### src/rtl/irq_pkg.sv
package irq_pkg;

    localparam int DATA_W = 8;
    localparam int ADDR_W = 1;

    localparam logic [ADDR_W-1:0] ADDR_CTRL = 1'b0;
    localparam logic [ADDR_W-1:0] ADDR_OPT  = 1'b1;

    // control/status register bit positions
    localparam int CTRL_MASK_BIT = 0;
    localparam int CTRL_ACK_BIT  = 1;
    localparam int CTRL_MODE_BIT = 2;
    localparam int CTRL_FLAG_BIT = 3;
    localparam int CTRL_LVL_BIT  = 4;

    // option register bit positions
    localparam int OPT_SEC_EN_BIT = 0;
    localparam int OPT_SFLAG_BIT  = 1;
    localparam int OPT_PUDIS_BIT  = 2;

    typedef enum logic {
        TRIG_EDGE  = 1'b0,
        TRIG_LEVEL = 1'b1
    } trig_mode_e;

    typedef struct packed {
        logic       mask;
        trig_mode_e mode;
    } ctrl_t;

    typedef struct packed {
        logic sec_en;
        logic pu_dis;
    } opt_t;

    typedef struct packed {
        logic main_evt;
        logic sec_evt;
    } evt_t;

    // active-low trigger: low level, or a high-to-low step
    function automatic logic trig_hit(trig_mode_e m, logic prev, logic cur);
        return (m == TRIG_LEVEL) ? !cur : (prev && !cur);
    endfunction

    function automatic logic clear_allowed(logic brk, logic brk_clr);
        return !brk || brk_clr;
    endfunction

endpackage

### src/rtl/irq_pin_sync.sv
module irq_pin_sync #(
    parameter int WIDTH  = 2,
    parameter int STAGES = 2
) (
    input  logic             clk,
    input  logic             rst,
    input  logic [WIDTH-1:0] pin_i,
    output logic [WIDTH-1:0] sync_o
);

    localparam int LAST = STAGES - 1;

    for (genvar i = 0; i < WIDTH; i++) begin : g_lane
        logic [STAGES-1:0] chain_q;

        always_ff @(posedge clk) begin
            if (rst) begin
                chain_q <= '1;
            end else begin
                chain_q <= {chain_q[LAST-1:0], pin_i[i]};
            end
        end

        assign sync_o[i] = chain_q[LAST];
    end

endmodule

### src/rtl/irq_trigger.sv
module irq_trigger
    import irq_pkg::*;
(
    input  logic       clk,
    input  logic       rst,
    input  logic       main_s,
    input  logic       sec_s,
    input  logic       sec_active,
    input  trig_mode_e mode,
    output logic       comb_lvl,
    output evt_t       evt
);

    logic comb_prev_q;
    logic sec_prev_q;

    // admitted sources are merged into one active-low level
    assign comb_lvl = main_s & (sec_active ? sec_s : 1'b1);

    always_ff @(posedge clk) begin
        if (rst) begin
            comb_prev_q <= 1'b1;
            sec_prev_q  <= 1'b1;
        end else begin
            comb_prev_q <= comb_lvl;
            sec_prev_q  <= sec_s;
        end
    end

    always_comb begin
        evt.main_evt = trig_hit(mode, comb_prev_q, comb_lvl);
        evt.sec_evt  = sec_active && trig_hit(mode, sec_prev_q, sec_s);
    end

endmodule

### src/rtl/irq_regs.sv
module irq_regs
    import irq_pkg::*;
(
    input  logic              clk,
    input  logic              rst,
    input  logic              bus_wr,
    input  logic [ADDR_W-1:0] bus_addr,
    input  logic [DATA_W-1:0] bus_wdata,
    input  logic              brk_state,
    input  logic              brk_clr_en,
    input  evt_t              evt,
    input  logic              comb_lvl,
    output ctrl_t             ctrl_o,
    output opt_t              opt_o,
    output logic              latch_o,
    output logic              sflag_o,
    output logic [DATA_W-1:0] rdata_o
);

    ctrl_t ctrl_q;
    opt_t  opt_q;
    logic  latch_q;
    logic  sflag_q;

    logic wr_ctrl;
    logic wr_opt;
    logic clr_ok;
    logic ack_main;
    logic ack_sec;
    logic unused_wbits;

    assign wr_ctrl  = bus_wr && (bus_addr == ADDR_CTRL);
    assign wr_opt   = bus_wr && (bus_addr == ADDR_OPT);
    assign clr_ok   = clear_allowed(brk_state, brk_clr_en);
    assign ack_main = wr_ctrl && bus_wdata[CTRL_ACK_BIT] && clr_ok;
    assign ack_sec  = wr_opt && bus_wdata[OPT_SFLAG_BIT] && clr_ok;
    assign unused_wbits = ^bus_wdata[DATA_W-1:CTRL_LVL_BIT];

    always_ff @(posedge clk) begin
        if (rst) begin
            ctrl_q  <= '{mask: 1'b0, mode: TRIG_EDGE};
            opt_q   <= '{sec_en: 1'b0, pu_dis: 1'b0};
            latch_q <= 1'b0;
            sflag_q <= 1'b0;
        end else begin
            if (wr_ctrl) begin
                ctrl_q.mask <= bus_wdata[CTRL_MASK_BIT];
                ctrl_q.mode <= trig_mode_e'(bus_wdata[CTRL_MODE_BIT]);
            end
            if (wr_opt) begin
                opt_q.sec_en <= bus_wdata[OPT_SEC_EN_BIT];
                opt_q.pu_dis <= bus_wdata[OPT_PUDIS_BIT];
            end
            // a new event wins over a same-cycle clear
            latch_q <= evt.main_evt || (latch_q && !ack_main);
            sflag_q <= evt.sec_evt  || (sflag_q && !ack_sec);
        end
    end

    always_comb begin
        rdata_o = '0;
        if (bus_addr == ADDR_CTRL) begin
            rdata_o[CTRL_MASK_BIT] = ctrl_q.mask;
            rdata_o[CTRL_MODE_BIT] = ctrl_q.mode;
            rdata_o[CTRL_FLAG_BIT] = latch_q;
            rdata_o[CTRL_LVL_BIT]  = comb_lvl;
        end else begin
            rdata_o[OPT_SEC_EN_BIT] = opt_q.sec_en;
            rdata_o[OPT_SFLAG_BIT]  = sflag_q;
            rdata_o[OPT_PUDIS_BIT]  = opt_q.pu_dis;
        end
    end

    assign ctrl_o  = ctrl_q;
    assign opt_o   = opt_q;
    assign latch_o = latch_q;
    assign sflag_o = sflag_q;

endmodule

### src/rtl/ext_irq_unit.sv
module ext_irq_unit
    import irq_pkg::*;
#(
    parameter int SYNC_STAGES = 2
) (
    input  logic              clk,
    input  logic              rst,
    input  logic              irq_n,
    input  logic              sec_pin,
    input  logic              usb_en,
    input  logic              brk_state,
    input  logic              brk_clr_en,
    input  logic              bus_wr,
    input  logic [ADDR_W-1:0] bus_addr,
    input  logic [DATA_W-1:0] bus_wdata,
    output logic [DATA_W-1:0] bus_rdata,
    output logic              cpu_irq,
    output logic              pullup_en
);

    localparam int N_SRC = 2;

    logic [N_SRC-1:0] pins_raw;
    logic [N_SRC-1:0] pins_sync;
    ctrl_t ctrl;
    opt_t  opt;
    evt_t  evt;
    logic  comb_lvl;
    logic  sec_active;
    logic  latch_q;
    logic  sflag_q;
    logic  main_evt;
    logic  sec_evt;
    logic  sec_en_q;
    logic  mode_lvl;

    assign pins_raw   = {sec_pin, irq_n};
    assign sec_active = opt.sec_en && !usb_en;

    irq_pin_sync #(
        .WIDTH  (N_SRC),
        .STAGES (SYNC_STAGES)
    ) u_sync (
        .clk    (clk),
        .rst    (rst),
        .pin_i  (pins_raw),
        .sync_o (pins_sync)
    );

    irq_trigger u_trig (
        .clk        (clk),
        .rst        (rst),
        .main_s     (pins_sync[0]),
        .sec_s      (pins_sync[1]),
        .sec_active (sec_active),
        .mode       (ctrl.mode),
        .comb_lvl   (comb_lvl),
        .evt        (evt)
    );

    irq_regs u_regs (
        .clk        (clk),
        .rst        (rst),
        .bus_wr     (bus_wr),
        .bus_addr   (bus_addr),
        .bus_wdata  (bus_wdata),
        .brk_state  (brk_state),
        .brk_clr_en (brk_clr_en),
        .evt        (evt),
        .comb_lvl   (comb_lvl),
        .ctrl_o     (ctrl),
        .opt_o      (opt),
        .latch_o    (latch_q),
        .sflag_o    (sflag_q),
        .rdata_o    (bus_rdata)
    );

    assign main_evt  = evt.main_evt;
    assign sec_evt   = evt.sec_evt;
    assign sec_en_q  = opt.sec_en;
    assign mode_lvl  = (ctrl.mode == TRIG_LEVEL);
    assign cpu_irq   = latch_q && !ctrl.mask;
    assign pullup_en = !opt.pu_dis;

endmodule

### config.mk
export PLATFORM = sky130hd
export DESIGN_NAME = ext_irq_unit
export DESIGN_NICKNAME = d
export VERILOG_FILES = /design/src/rtl/irq_pkg.sv /design/src/rtl/irq_pin_sync.sv /design/src/rtl/irq_trigger.sv /design/src/rtl/irq_regs.sv /design/src/rtl/ext_irq_unit.sv
export SDC_FILE = /design/constraint.sdc
export NUM_CORES = 1
export LEC_CHECK = 0
export CAP_MARGIN = 10
export CORE_AREA = 2 2 39 41
export DETAILED_ROUTE_END_ITERATION = 16
export DIE_AREA = 0 0 41 43
export GPL_ROUTABILITY_DRIVEN = 0
export PLACE_DENSITY = 0.78
export SLEW_MARGIN = 30
export SYNTH_ARGS = -nofsm -noshare
export SYNTH_HDL_FRONTEND = slang
export SYNTH_SLANG_ARGS = --single-unit
### constraint.sdc
create_clock -name clk -period 1.8 [get_ports clk]
set_input_delay 0.27 -clock clk [delete_from_list [all_inputs] [get_ports clk]]
set_output_delay 0.27 -clock clk [all_outputs]
set_load 0.01 [all_outputs]
==> impl_results.md <==
* NumNets Final at 94
* Skew-Pair Late Insertion Delay at 0.28 ns
* I/O pins at 27
* Hold Buf Count CTS at 0
* Max Transition Viols Final at 0
* F_max at 578 MHz
* CTS tree: yes
* Vias at 425
* Clock slew at reported path FFs at 0.07 ns
* RSZ-0062 raised after global routing: no
* Number of DRC markers in iteration 0 at 7
* DR vias/cell at 4.67
* Routed wire per std cell at 10.6 µm
* Row Count at 14
* WP buf/inv at 2
* Die X at 41 µm
* Final core utilization at 51.7%
* Most instantiated cells after synthesis: dfxtp_1, nand2_1, or2_2
* Setup CP Type: input pin to primary output
* Diode count at 0
* Largest net degree at the start of global routing at 13
* Crit path max-delay family: buffers and inverters
* Register area share after synthesis at 48.4%
* First-pass GRT wire length at 1390 µm
* GRT Residual Overflow at 0
* Fraction of layout cells with a size suffix above 1 at 18.7%
* Post-synth top area cell: dfxtp_1
* Vias in the first global route at 379
* Crit end category: primary output
* Synthesized cell area at 497 µm²
* CP max stage cell: clkdlybuf4s50_1
* Synthesized flop and latch total at 12
* Drt drc at 0
* Global-route usage over all layers at 12.3%
* Total die area at 1760 µm²
* H-tree Lvls at 1
* CTS buffer count at 3
* TritonCTS Sinks at 12
* Ys Warns at 0
* Ranking of synthesized cells by area: dfxtp_1, or2_2, buf_4, mux2_2, a21oi_1
* Worst endpoint data arrival time at 1.46 ns
* Worst setup SP type: input pin
* Final setup viols at 0
* Post-synth top area share at 48.4%
* Clk root buf: clkbuf_4
* Synth Area per Inst at 9.20 µm²
* Final Hold Fails at 0
* Clk buf depth at 2
* HP Class: flop to flop
* Die height at 43 µm
* Initial antenna violation count at 0
* Final ANT Viol Nets at 0
* Core ar. at 1380 µm²
* CP Cell Sequence: clkdlybuf4s50_1 -> or3b_4 -> nand2_1 -> nor2_1 -> dlygate4sd2_1
* Final min period at 1.73 ns
* Cell Pwr Density at 735 nW/µm²
* Setup_tns at 0 ns
* FFs w/ async S/R, synth at 0%
* Status: complete, no violations
* Max-cap check violation count at 0
* WL final at 968 µm
* CP Max Fanout at 2
* Post-synth top flop: dfxtp_1
* Postcts setup bufs at 0
* Largest stage delay on the critical path at 0.41 ns
* VDD IR max at 0.307 mV
* Number of synthesized flops with an enable pin at 0
* Leakage power at 0.300 nW
* Drt first pass iters at 4
* Mapped Cells at 54
* Worst EP required at 1.53 ns
* Final period utilization at 96.1%
* I/O Buffers at 18
* Max Clock Skew at 0.00365 ns
* Starting Density at 35.9%
* Count of different cell masters after synthesis at 20
* Syn-to-layout area delta at 44.1%
* Most common cell in the netlist: dfxtp_1
-- cell usage in the layout, fill, tap and decap left out, drive strengths merged, types with 2 or more instances in the layout --
| master | synthesis | final |
|---|---|---|
| mux2i | 2 | 2 |
| a21oi | 4 | 4 |
| mux2 | 2 | 2 |
| clkdlybuf4s50 | 0 | 16 |
| nor2 | 3 | 3 |
| or2 | 5 | 5 |
| inv | 2 | 2 |
| nand2b | 2 | 2 |
| conb | 1 | 3 |
| dlygate4sd2 | 0 | 2 |
| o31ai | 2 | 2 |
| clkbuf | 1 | 3 |
| buf | 4 | 3 |
| dfxtp | 12 | 12 |
| nor2b | 3 | 3 |
| nand2 | 5 | 5 |
| nand3 | 2 | 2 |
-- report_power, final --
part | switching, mW | internal, mW
logic | 0.0296 | 0.0479
clock network | 0.0886 | 0.0776
registers | 0.00600 | 0.276
total | 0.124 | 0.402
-- per-stage QoR --
step	power, mW	setup slack (ns)	hold WS, ns	area (µm²)	std cells
3_3_place_gp	0.367	-0.128	0.392	696	88
6_report	0.526	0.0703	0.413	716	91
2_1_floorplan	0.326	0.695	0.374	504	56
4_1_cts	0.531	0.0700	0.421	716	91
3_5_place_dp	0.368	-0.123	0.406	696	88
5_1_grt	0.544	0.0379	0.448	716	91
-- cell type report --
class                   instances  area [µm²]
fillers                       141         668
flip-flops and latches         12         240
multi-input cells              37         225
repair buffers                 21         200
clock buffers                   3        22.5
well taps                      16        20.0
inverters                       2        7.51
-- per-layer routing --
| metal | GRT usage [%] | routed length (µm) | vias to the layer above | share of wire [%] |
|---|---|---|---|---|
| li1 | - | - | 214 | - |
| met1 | 13.2 | 413 | 185 | 43 |
| met2 | 18.8 | 433 | 22 | 45 |
| met4 | 10.0 | 29 | 0 | 3.0 |
| met5 | 0 | 0 | - | 0 |
| met3 | 3.14 | 91 | 4 | 9.4 |
-- logic make-up after synthesis --
group / Yosys count / share of synthesized area (%)
other: 1 / 0.755
and+or+nand+nor: 22 / 24.2
AOI/OAI and AO/OA: 8 / 10.3
DFF: 12 / 48.4
buffers and inverters: 7 / 7.81
muxes: 4 / 8.56
-- path summary, 6_finish.rpt --
check / from / end / slack [ns] / cells after the start
min reg2reg: u_sync.g_lane[1].chain_q[0]$_SDFF_PP1_ / u_sync.g_lane[1].chain_q[1]$_SDFF_PP1_ / 0.41 / 1
max reg2reg: u_regs.opt_o[1]$_SDFFE_PP0N_ / u_regs.sflag_o$_SDFF_PP0_ / 0.57 / 4
min: u_sync.g_lane[1].chain_q[0]$_SDFF_PP1_ / u_sync.g_lane[1].chain_q[1]$_SDFF_PP1_ / 0.41 / 1
max: usb_en / bus_rdata[4] / 0.07 / 5
-- timing repair --
| item | CTS | global route |
|---|---|---|
| gates resized for setup | 2 | 0 |
| hold endpoints to repair | 0 | 0 |
| setup endpoints to repair | 5 | 0 |
-- sequential cells by signal, indices dropped and copies added (netlist names) --
signal                 count
u_trig.comb_prev_q         1
u_regs.sflag_o             1
u_regs.latch_o             1
u_regs.opt_o               2
u_sync.g_lane.chain_q      4
u_regs.ctrl_o              2
u_trig.sec_prev_q          1
Power figures use the tool's default switching activity.
